**config.mk**
```make
export PLATFORM = sky130hd
export DESIGN_NAME = callstk_reg
export DESIGN_NICKNAME = d
export VERILOG_FILES = /design/src/rtl/callstk_pkg.sv /design/src/rtl/callstk_decode.sv /design/src/rtl/callstk_depth.sv /design/src/rtl/callstk_store.sv /design/src/rtl/callstk_reg.sv
export SDC_FILE = /design/constraint.sdc
export NUM_CORES = 1
export LEC_CHECK = 0
export ABC_CLOCK_PERIOD_IN_PS = 6200
export CAP_MARGIN = 20
export CORE_ASPECT_RATIO = 1.1
export CORE_UTILIZATION = 30
export DETAILED_ROUTE_END_ITERATION = 10
export PLACE_DENSITY_LB_ADDON = 0.1
export REMOVE_ABC_BUFFERS = 1
export SYNTH_ARGS = -nofsm -noshare
export SYNTH_HDL_FRONTEND = slang
export SYNTH_SLANG_ARGS = --single-unit
```
**constraint.sdc**
```tcl
create_clock -name clk_i -period 6.2 [get_ports clk_i]
set_input_delay 0.93 -clock clk_i [delete_from_list [all_inputs] [get_ports clk_i]]
set_output_delay 0.93 -clock clk_i [all_outputs]
set_load 0.005 [all_outputs]
```
**src/rtl/callstk_pkg.sv**
```systemverilog
package callstk_pkg;
  typedef enum logic [2:0] {
    STK_IDLE,
    STK_PUSH,
    STK_POP,
    STK_SWAP,
    STK_FLUSH
  } stk_op_e;
endpackage

```
**src/rtl/callstk_decode.sv**
```systemverilog
// Turns one instruction's flags into a single stack operation and its errors.
module callstk_decode
  import callstk_pkg::*;
#(
  parameter int DEPTH = 8,
  localparam int CNT_W = $clog2(DEPTH + 1)
) (
  input  logic             clear_i,
  input  logic             commit_i,
  input  logic             rd_a_i,
  input  logic             rd_b_i,
  input  logic             wr_i,
  input  logic [CNT_W-1:0] depth_i,
  output stk_op_e          op_o,
  output logic             uflow_o,
  output logic             oflow_o
);
  logic wants_pop, wants_push, is_empty, is_full;

  // The two read operands share one pop.
  assign wants_pop  = commit_i && (rd_a_i || rd_b_i);
  assign wants_push = commit_i && wr_i;
  assign is_empty   = (depth_i == '0);
  assign is_full    = (depth_i == CNT_W'(DEPTH));

  always_comb begin
    uflow_o = 1'b0;
    oflow_o = 1'b0;
    op_o    = STK_IDLE;
    if (clear_i) begin
      op_o = STK_FLUSH;
    end else if (wants_pop && is_empty) begin
      uflow_o = 1'b1;
    end else if (wants_push && !wants_pop && is_full) begin
      oflow_o = 1'b1;
    end else if (wants_pop && wants_push) begin
      op_o = STK_SWAP;
    end else if (wants_pop) begin
      op_o = STK_POP;
    end else if (wants_push) begin
      op_o = STK_PUSH;
    end
  end
endmodule

```
**src/rtl/callstk_depth.sv**
```systemverilog
// Holds the occupancy counter and derives the write slot.
module callstk_depth
  import callstk_pkg::*;
#(
  parameter int DEPTH = 8,
  localparam int CNT_W = $clog2(DEPTH + 1),
  localparam int IDX_W = (DEPTH > 1) ? $clog2(DEPTH) : 1
) (
  input  logic             clk_i,
  input  logic             rst_ni,
  input  stk_op_e          op_i,
  output logic [CNT_W-1:0] depth_o,
  output logic [IDX_W-1:0] wr_slot_o,
  output logic [IDX_W-1:0] top_slot_o,
  output logic             wr_en_o
);
  logic [CNT_W-1:0] depth_q;
  logic [CNT_W-1:0] top_cnt;

  assign top_cnt    = depth_q - CNT_W'(1);
  assign top_slot_o = top_cnt[IDX_W-1:0];
  assign wr_slot_o  = (op_i == STK_SWAP) ? top_cnt[IDX_W-1:0] : depth_q[IDX_W-1:0];
  assign wr_en_o    = (op_i == STK_PUSH) || (op_i == STK_SWAP);
  assign depth_o    = depth_q;

  always_ff @(posedge clk_i or negedge rst_ni) begin
    if (!rst_ni) begin
      depth_q <= '0;
    end else begin
      unique case (op_i)
        STK_FLUSH: depth_q <= '0;
        STK_PUSH:  depth_q <= depth_q + CNT_W'(1);
        STK_POP:   depth_q <= depth_q - CNT_W'(1);
        default:   depth_q <= depth_q;
      endcase
    end
  end
endmodule

```
**src/rtl/callstk_store.sv**
```systemverilog
// Entry storage: one write port and one read port for the top slot.
module callstk_store #(
  parameter int DEPTH = 8,
  parameter int WIDTH = 32,
  localparam int IDX_W = (DEPTH > 1) ? $clog2(DEPTH) : 1
) (
  input  logic             clk_i,
  input  logic             wr_en_i,
  input  logic [IDX_W-1:0] wr_slot_i,
  input  logic [WIDTH-1:0] wr_data_i,
  input  logic [IDX_W-1:0] rd_slot_i,
  output logic [WIDTH-1:0] rd_data_o
);
  logic [WIDTH-1:0] slot_q [DEPTH];

  for (genvar g = 0; g < DEPTH; g++) begin : g_slot
    always_ff @(posedge clk_i) begin
      if (wr_en_i && (wr_slot_i == IDX_W'(g))) begin
        slot_q[g] <= wr_data_i;
      end
    end
  end

  assign rd_data_o = slot_q[rd_slot_i];
endmodule

```
**src/rtl/callstk_reg.sv**
```systemverilog
module callstk_reg
  import callstk_pkg::*;
#(
  parameter int DEPTH = 8,
  parameter int WIDTH = 32
) (
  input  logic             clk_i,
  input  logic             rst_ni,
  input  logic             clear_i,
  input  logic             commit_i,
  input  logic             rd_a_i,
  input  logic             rd_b_i,
  input  logic             wr_i,
  input  logic [WIDTH-1:0] wr_data_i,
  output logic [WIDTH-1:0] top_data_o,
  output logic             empty_o,
  output logic             partial_o,
  output logic             full_o,
  output logic             underflow_o,
  output logic             overflow_o
);
  localparam int CNT_W = $clog2(DEPTH + 1);
  localparam int IDX_W = (DEPTH > 1) ? $clog2(DEPTH) : 1;

  stk_op_e          op;
  logic [CNT_W-1:0] depth;
  logic [IDX_W-1:0] wr_slot, top_slot;
  logic             wr_en;
  logic [WIDTH-1:0] top_raw;

  callstk_decode #(.DEPTH(DEPTH)) u_decode (
    .clear_i  (clear_i),
    .commit_i (commit_i),
    .rd_a_i   (rd_a_i),
    .rd_b_i   (rd_b_i),
    .wr_i     (wr_i),
    .depth_i  (depth),
    .op_o     (op),
    .uflow_o  (underflow_o),
    .oflow_o  (overflow_o)
  );

  callstk_depth #(.DEPTH(DEPTH)) u_depth (
    .clk_i      (clk_i),
    .rst_ni     (rst_ni),
    .op_i       (op),
    .depth_o    (depth),
    .wr_slot_o  (wr_slot),
    .top_slot_o (top_slot),
    .wr_en_o    (wr_en)
  );

  callstk_store #(.DEPTH(DEPTH), .WIDTH(WIDTH)) u_store (
    .clk_i     (clk_i),
    .wr_en_i   (wr_en),
    .wr_slot_i (wr_slot),
    .wr_data_i (wr_data_i),
    .rd_slot_i (top_slot),
    .rd_data_o (top_raw)
  );

  assign empty_o    = (depth == '0);
  assign full_o     = (depth == CNT_W'(DEPTH));
  assign partial_o  = !empty_o && !full_o;
  assign top_data_o = empty_o ? '0 : top_raw;
endmodule

```
==> After elaboration in Yosys (flattened, before gate mapping) <==
Memory sizes are Yosys's and may differ from the RTL's.
Cells that the tools add are included.
{ "op_classes": {"eq_ne": 12, "n_addsub": 2, "reduce_logical": 30, "mux": 51} }
{ "op_table": {"columns": ["op", "count"], "rows": [
  ["$mux W32", 8],
  ["$reduce_or A32 Y1", 7],
  ["$mux W3", 13],
  ["$mux W1", 29],
  ["$eq A3 B3 Y1 const B", 5],
  ["$logic_and A1 B1 Y1", 15],
  ["$eq A3 B2 Y1 const B", 4],
  ["$pmux W4 S3", 1],
  ["$eq A3 B1 Y1 const B", 2],
  ["$add A4 B1 Y4 const B", 1],
  ["$eq A4 B4 Y1 const B", 1],
  ["$logic_not A4 Y1", 1],
  ["$sub A4 B1 Y4 const B", 1],
  ["$logic_not A1 Y1", 3],
  ["$logic_not A3 Y1", 1],
  ["$reduce_bool A3 Y1", 1],
  ["$logic_or A1 B1 Y1", 2]
]} }
{ "totals": {"input_bits": 39, "ramBits": 256, "output_inout_bits": 37, "n_memories": 1, "elab_cells": 97, "ff_bits": 4} }
{ "mem_list": {"columns": ["memory", "depth", "word_bits", "rd", "rd_clocked_by_memory_dff", "wr", "line", "source"], "rows": [
  ["u_store.slot_q", 8, 32, 1, 0, 1, "callstk_store.sv:14", "logic [WIDTH-1:0] slot_q [DEPTH];"]
]} }

==> Longest topological paths before layout <==
Gate-level depths: netlist (run 1).
{ "logic_depth": {"word_depth": 22, "depth_mapped": 10, "mapped_depth_nobuf": 7} }

==> Hierarchy <==
From an unflattened synthesis (run 1), not the netlist that was laid out.
{ "hier_totals": {"cells_unflattened": 497, "hier_area_um2": 10847.9} }
{ "by_module_without_submodules": {"columns": ["module", "cells_per_inst", "area_each_um2", "n_inst", "seq_area_each_um2"], "rows": [
  ["callstk_store", 383, 9825.7, 1, 7687.4],
  ["callstk_reg", 51, 519.2, 1, 0.0],
  ["callstk_depth", 49, 406.6, 1, 100.1],
  ["callstk_decode", 14, 96.3, 1, 0.0]
]} }

==> Least setup slack after synthesis (run 1) <==
No wires, ideal clock.
{ "synth_path": {"kind": "reg2reg", "start": "reg u_depth.depth_q[0] (netlist: u_depth.depth_o[0])", "end": "mem u_store.slot_q[6][0], enable pin", "t_arrival_ns": 3.122, "t_required_ns": 5.779, "path_stages_with_launch": 11, "synth_period_minus_slack_ns": 3.543, "slack_ns": 2.657, "path_cell_list": "dfrtp_1 -> buf_2 -> inv_1 -> ha_1 -> buf_6 -> or3b_4 -> inv_4 -> nor4bb_4 -> buf_6 -> mux2i_1 -> nor2_1"} }
{ "synth_between": {"elab_chain_cells": 19, "elab_cells_between_ends": 65, "cone_classes": "add/sub (1); eq/ne (10); mux (34); reduce/logical (20)"} }
{ "synth_lines": {"columns": ["item", "line", "source"], "rows": [
  ["start: declaration", "callstk_depth.sv:17", "logic [CNT_W-1:0] depth_q;"],
  ["start signal: assignment", "callstk_depth.sv:32", "STK_PUSH: depth_q <= depth_q + CNT_W'(1);"],
  ["start signal: assignment", "callstk_depth.sv:33", "STK_POP: depth_q <= depth_q - CNT_W'(1);"],
  ["start signal: assignment", "callstk_depth.sv:34", "default: depth_q <= depth_q;"],
  ["$eq A4 B4 Y1", "callstk_decode.sv:24", "assign is_full = (depth_i == CNT_W'(DEPTH));"],
  ["$logic_and A1 B1 Y1", "callstk_decode.sv:34", "end else if (wants_push && !wants_pop && is_full) begin"],
  ["$mux W3", "callstk_decode.sv:34", null],
  ["$mux W3", "callstk_decode.sv:32", "end else if (wants_pop && is_empty) begin"],
  ["$mux W3", "callstk_decode.sv:30", "if (clear_i) begin"],
  ["$eq A3 B2 Y1", "callstk_depth.sv:22, callstk_depth.sv:23", null],
  ["$mux W3", "callstk_depth.sv:22", "assign wr_slot_o = (op_i == STK_SWAP) ? top_cnt[IDX_W-1:0] : depth_q[IDX_W-1:0];"],
  ["$eq A3 B1 Y1", "callstk_store.sv:18", "if (wr_en_i && (wr_slot_i == IDX_W'(g))) begin"],
  ["$logic_and A1 B1 Y1", "callstk_store.sv:18", null],
  ["$mux W1", "callstk_store.sv:18", null],
  ["$mux W1 (implied by the code)", "callstk_store.sv:19", "slot_q[g] <= wr_data_i;"],
  ["$reduce_or A32 Y1 (no line)", null, null],
  ["$mux W3 (no line) or $mux W1 (tied branches) (7 in series)", null, null],
  ["end: declaration", "callstk_store.sv:14", null]
]} }
Parallel ways exist; a longest one is shown, timed or not.

==> Worst setup path in the final report (run 1) <==
{ "layout_path": {"start": "reg u_depth.depth_q[0] (netlist: u_depth.depth_o[0])", "end": "out top_data_o[9]"} }
{ "layout_between": {"elab_chain_cells": 3, "elab_cells_between_ends": 4, "cone_classes": "add/sub (1); mux (1); reduce/logical (1); memory (1)"} }
{ "layout_lines": {"columns": ["item", "line", "source"], "rows": [
  ["$sub A4 B1 Y4", null, null],
  ["$mem_v2 Z8 W32", null, null],
  ["$mux W32 *", "callstk_reg.sv:65", "assign top_data_o = empty_o ? '0 : top_raw;"],
  ["end: declaration", "callstk_reg.sv:15", "output logic [WIDTH-1:0] top_data_o,"]
]} }
Mark *: on every way between the ends. The rest lies on a longest branch, timed or not.

==> impl_metrics.env, run 1 <==
export IMPL_cts_made_buffers=27
export IMPL_status="finished, final reports clean"
export IMPL_cp_end_kind="output pin"
export IMPL_required_ns=5.27
export IMPL_rsz0062_at_grt="no"
export IMPL_syn_area_sq_mm=0.01028
export IMPL_ir_worst_vdd_v=0.0001487
export IMPL_drcViolationCount=0
export IMPL_drt_first_pass_iters=5
export IMPL_wirelength_um=22950
export IMPL_dpl_worst_slack_ns=1.696
export IMPL_startpoint_type="register"
export IMPL_fin_setup_tns_ns=0
export IMPL_synthFlopType="edfxtp_1"
export IMPL_fillCellCount=3103
export IMPL_first_global_vias=5566
export IMPL_tightest_slew_ns=0.9509
export IMPL_syn_inst=523
export IMPL_num_vias=5087
export IMPL_grt_usage_pct=13.43
export IMPL_fin_ws_ns=1.256
export IMPL_rows=70
export IMPL_critPathBufInv=3
export IMPL_postCtsHoldBufs=0
export IMPL_grt_pass1_wl_um=34490
export IMPL_coreArea_sq_mm=0.03346
export IMPL_synthArstFlopShare_pct=1.538
export IMPL_vias_per_cell=4.768
export IMPL_maxSlewHeadroom_pct=36.51
export IMPL_cts_tree="done"
export IMPL_clock_path_buffers=3
export IMPL_final_nets=657
export IMPL_yosys_register_bits=260
export IMPL_drive_gt1_share_pct=21.42
export IMPL_die_w_um=178.5
export IMPL_synth_edf_count=256
export IMPL_skew_ns=0.004647
export IMPL_cts_root_buf="clkbuf_16"
export IMPL_cts_resized=0
export IMPL_timing_final_max_slew_violations=0
export IMPL_syn_to_final_growth_pct=22.07
export IMPL_crit_type="register to output pin"
export IMPL_dp_cells=1019
export IMPL_port_buffers=75
export IMPL_grt_start_max_net_pins=50
export IMPL_dpl_hpwl_um=13070
export IMPL_num_io_pins=76
export IMPL_gp_congestion=0.7732
export IMPL_layoutNonFillerInstCount=1067
export IMPL_hp_class="register to register"
export IMPL_start_util_pct=30.72
export IMPL_powerDensity_mw_per_mm2=347.9
export IMPL_post_cts_setup_buffers=0
export IMPL_ys_seq_area_share_pct=75.77
export IMPL_max_freq_ghz=0.2023
export IMPL_antenna_found_initial=0
export IMPL_finalHoldViolCount=0
export IMPL_p_leak_nw=3.867
export IMPL_n_antenna_cell=0
export IMPL_clk_insertion_delay_late_ns=0.52
export IMPL_ys_warnings_count=0
export IMPL_gr_total_overflow=0
export IMPL_path_cells="inv_1, ha_4, buf_4, mux4_2, nand2_1, a21oi_1, clkdlybuf4s50_1"
export IMPL_die_y_um=196.1
export IMPL_max_cap_viol_count=0
export IMPL_drtIter0Drc=306
export IMPL_dieArea_sq_mm=0.03500
export IMPL_synth_cell_types=44
export IMPL_drt_wirelength_per_cell_um=21.51
export IMPL_clk_pin_slew_ns=0.06
export IMPL_clkSinkCount=260
export IMPL_fin_hold_ws_ns=0.6226
export IMPL_avgSynthCellArea_sq_um=19.65
export IMPL_layout_min_cycle_time_ns=4.944
export IMPL_cts_max_level=1
export IMPL_final_antenna_net_count=0
export IMPL_slowest_stage="dfrtp_4"
export IMPL_fin_crit_sh_pct=79.74
export IMPL_crit_family="buffers and inverters"
export IMPL_crit_fanout=49
export IMPL_cp_arrival_ns=4.01
export IMPL_setup_viol=0
export IMPL_max_stage_delay_ns=0.91
## final cells by class
class	instances	area, sq um	area share, %
Multi-Input combinational cell	228	2412	19.23
Clock buffer	31	690.7	5.505
Inverter	6	25.02	0.1995
Tap cell	432	540.5	4.308
Clock inverter	17	200.2	1.596
Sequential cell	260	7791	62.10
Timing Repair Buffer	93	885.9	7.061
## Yosys cell counts (all sizes together), types with 2 or more instances
| master | number | area [sq um] |
|---|---|---|
| nor3 | 2 | 10.01 |
| and2 | 2 | 12.51 |
| xnor2 | 2 | 17.52 |
| o21ai | 3 | 15.01 |
| buf | 14 | 95.09 |
| a21oi | 34 | 170.2 |
| inv | 6 | 25.03 |
| edfxtp | 256 | 7687 |
| clkbuf | 15 | 56.30 |
| a32oi | 2 | 25.03 |
| nand2b | 3 | 18.77 |
| nor2 | 16 | 62.56 |
| ha | 2 | 25.02 |
| mux2i | 4 | 40.04 |
| mux4 | 64 | 1441 |
| or3 | 2 | 12.51 |
| nor2b | 2 | 12.51 |
| nor4bb | 2 | 35.03 |
| nand2 | 69 | 259.0 |
| o32ai | 2 | 17.52 |
| dfrtp | 4 | 100.1 |
## routing by layer
metal	up-vias	track usage [%]	wire length, um
met4	0	3.264	384
met2	93	22.21	11180
met1	2675	18.52	10550
li1	2287	-	-
met3	32	1.977	837
met5	-	0	0
## registers in the layout, summed over array words and instances (netlist names)
name             count
u_depth.depth_o      4
u_store.slot_q     256
## placed cells by master (no fill, tap or decap), types with 2 or more instances in the layout
cell type	count
bufinv_16	5
and2_1	2
dfrtp_1	3
nor3_1	2
clkinv_2	4
buf_4	18
nor2b_1	2
or3_1	2
a21oi_1	34
mux4_2	64
clkinv_1	8
nor2_4	8
inv_1	5
edfxtp_1	256
nor2_1	7
nand2b_1	3
o32ai_1	2
o21ai_0	3
mux2i_1	4
nand2_1	69
clkbuf_1	4
clkdlybuf4s50_1	75
clkbuf_16	27
## cells by family after synthesis
family	share of synthesized area, %
simple gates	4.663
mux	14.41
buf+inv	1.717
compound gates	2.934
fa+ha+maj	0.2434
xor+xnor	0.2557
flops	75.77
## worst paths after layout
kind,start,endpoint,slack [ns],cells after the start
min in group asynchronous,rst_ni,u_depth.depth_o[3],0.63,1
max in group asynchronous,rst_ni,u_depth.depth_o[0],5.36,1
max,u_depth.depth_o[0],top_data_o[9],1.26,7
max reg2reg,u_depth.depth_o[0],u_store.slot_q[5][21],1.97,8
min reg2reg,u_depth.depth_o[1],u_depth.depth_o[1],0.62,1
min,u_depth.depth_o[1],u_depth.depth_o[1],0.62,1
## power breakdown
group          switching [W]  internal (W)  leakage (nW)
Sequential         0.0000301       0.00195          2.36
Combinational       0.000399      0.000349          1.07
Clock               0.000635      0.000998         0.436
## stage by stage
stage / power (W) / util, % / instance area [sq um]
after floorplan: 0.002412 / - / 10130
after global placement: 0.002794 / 34.84 / 11650
after detailed placement: 0.002795 / 34.84 / 11650
after CTS: 0.004432 / 37.50 / 12550
after global routing: 0.004543 / 37.50 / 12550
final: 0.004365 / 37.50 / 12550
Power figures use the tool's default switching activity.
==> inputs of run 2 (changes only) <==
- ABC_CLOCK_PERIOD_IN_PS: 6200 -> 5200
- clock period: 6.2 -> 5.2 ns (I/O delays scaled with it)
==> run 2 against run 1 <==
Design area is 0.24% higher. Critical endpoint is now top_data_o[30]. Critical path depth stayed put. Critical path type unchanged. Core utilization is 0.090 points higher. Sequential share of layout area is 0.15 points lower. Highest routed layer unchanged. Total power is 18% higher.
==> impl_metrics.env, run 2 (synthesis results as in run 1) <==
export IMPL_status="finished, final reports clean"
export IMPL_vias_per_cell=4.830
export IMPL_crit_fanout=44
export IMPL_grt_start_max_net_pins=47
export IMPL_clk_pin_slew_ns=0.06
export IMPL_max_freq_ghz=0.2179
export IMPL_layout_min_cycle_time_ns=4.589
export IMPL_wirelength_um=24020
export IMPL_port_buffers=75
export IMPL_coreArea_sq_mm=0.03346
export IMPL_drt_first_pass_iters=4
export IMPL_dpl_hpwl_um=13120
export IMPL_powerDensity_mw_per_mm2=409.5
export IMPL_drtIter0Drc=441
export IMPL_die_y_um=196.1
export IMPL_rows=70
export IMPL_clk_insertion_delay_late_ns=0.54
export IMPL_final_nets=661
export IMPL_max_cap_viol_count=0
export IMPL_final_util_pct=37.59
export IMPL_drive_gt1_share_pct=21.72
export IMPL_cts_made_buffers=27
export IMPL_postCtsHoldBufs=0
export IMPL_tightest_slew_ns=0.8938
export IMPL_r2r_slack_ns=1.33
export IMPL_layout_common_cells="edfxtp_1, clkdlybuf4s50_1, nand2_1, mux4_2, a21oi_1"
export IMPL_cts_root_buf="clkbuf_16"
export IMPL_startpoint_type="register"
export IMPL_r2r_start="u_depth.depth_o[0]"
export IMPL_cts_resized=0
export IMPL_gp_congestion=0.7385
export IMPL_ir_worst_vdd_v=0.0002241
export IMPL_cp_arrival_ns=3.81
export IMPL_syn_to_final_growth_pct=22.36
export IMPL_grt_pass1_wl_um=36010
export IMPL_fillCellCount=3090
export IMPL_cts_tree="done"
export IMPL_reg2reg_to="u_store.slot_q[6][10]"
export IMPL_die_w_um=178.5
export IMPL_largest_reg_flops=256
export IMPL_regMostFlops="u_store.slot_q"
export IMPL_clkSinkCount=260
export IMPL_p_leak_nw=3.877
export IMPL_first_global_vias=5625
export IMPL_design_area_sq_mm=0.01258
export IMPL_maxSlewHeadroom_pct=40.41
export IMPL_hp_class="input pin to async pin"
export IMPL_required_ns=4.42
export IMPL_cts_max_level=1
export IMPL_crit_type="register to output pin"
export IMPL_drcViolationCount=0
export IMPL_totalPowerFinal_w=0.005150
export IMPL_dieArea_sq_mm=0.03500
export IMPL_drt_wirelength_per_cell_um=22.39
export IMPL_gr_total_overflow=0
export IMPL_skew_ns=0.01942
export IMPL_rr_worst_depth=8
export IMPL_timing_final_max_slew_violations=0
export IMPL_setup_viol=0
export IMPL_clock_path_buffers=3
export IMPL_cp_end_kind="output pin"
export IMPL_post_cts_setup_buffers=0
export IMPL_finalHoldViolCount=0
export IMPL_rsz0062_at_grt="no"
export IMPL_antenna_found_initial=1
export IMPL_fin_crit_sh_pct=88.26
export IMPL_layout_commonest_cell="edfxtp_1"
export IMPL_final_antenna_net_count=0
export IMPL_num_vias=5183
export IMPL_start_util_pct=30.72
export IMPL_num_io_pins=76
export IMPL_placed_cell_area_sq_mm=0.01172
export IMPL_grt_usage_pct=14.08
run 2: per-stage QoR:
step | worst slack [ns] | std cells | hold slack [ns] | setup TNS [ns]
6_report | 0.6107 | 1073 | 0.4722 | 0
3_3_place_gp | 1.049 | 1023 | 0.6026 | 0
2_1_floorplan | -1.815 | 494 | 0.4844 | -431.37
3_5_place_dp | 1.021 | 1023 | 0.6332 | 0
4_1_cts | 0.4507 | 1072 | 0.4611 | 0
5_1_grt | 0.3339 | 1072 | 0.4815 | 0
run 2: final cells by class:
class | count | area [sq um] | area share, %
sequential | 260 | 7791 | 61.95
clock inverter | 18 | 160.2 | 1.274
tap | 432 | 540.5 | 4.298
timing repair buffer | 97 | 953.4 | 7.581
inverter | 6 | 25.02 | 0.1990
multi-input combinational | 228 | 2412 | 19.18
clock buffer | 31 | 690.7 | 5.492
antenna | 1 | 2.502 | 0.01990
run 2: worst max path at each step:
stage / from / to / slack [ns]
floorplan: u_depth.depth_o[0] / u_store.slot_q[4][0] / -1.81
global placement: u_depth.depth_o[0] / top_data_o[30] / 1.05
detailed placement: u_depth.depth_o[0] / top_data_o[30] / 1.02
CTS: u_depth.depth_o[0] / top_data_o[30] / 0.45
global route: u_depth.depth_o[0] / top_data_o[30] / 0.33
finish: u_depth.depth_o[0] / top_data_o[30] / 0.61
run 2: per-layer routing:
| metal | global-route usage (%) | routed length [um] | vias up | part of all wire (%) |
|---|---|---|---|---|
| met3 | 2.287 | 841 | 30 | 3.5 |
| li1 | - | - | 2306 | - |
| met1 | 19.43 | 11140 | 2740 | 46 |
| met4 | 3.515 | 403 | 0 | 1.7 |
| met2 | 23.08 | 11640 | 107 | 48 |
| met5 | 0 | 0 | - | 0 |
run 2: where the power goes:
group	switching (W)	internal (W)
registers	0.0000314	0.00233
clock network	0.000778	0.00110
logic	0.000501	0.000416
total	0.00131	0.00384
run 2: critical path, stage by stage, from the launching register on:
cell             delay (ns)
dfrtp_4                0.81
inv_1                  0.27
ha_4                   0.81
buf_4                  0.34
mux4_2                 0.21
nand2_1                0.05
a21oi_1                0.22
clkdlybuf4s50_1        0.54
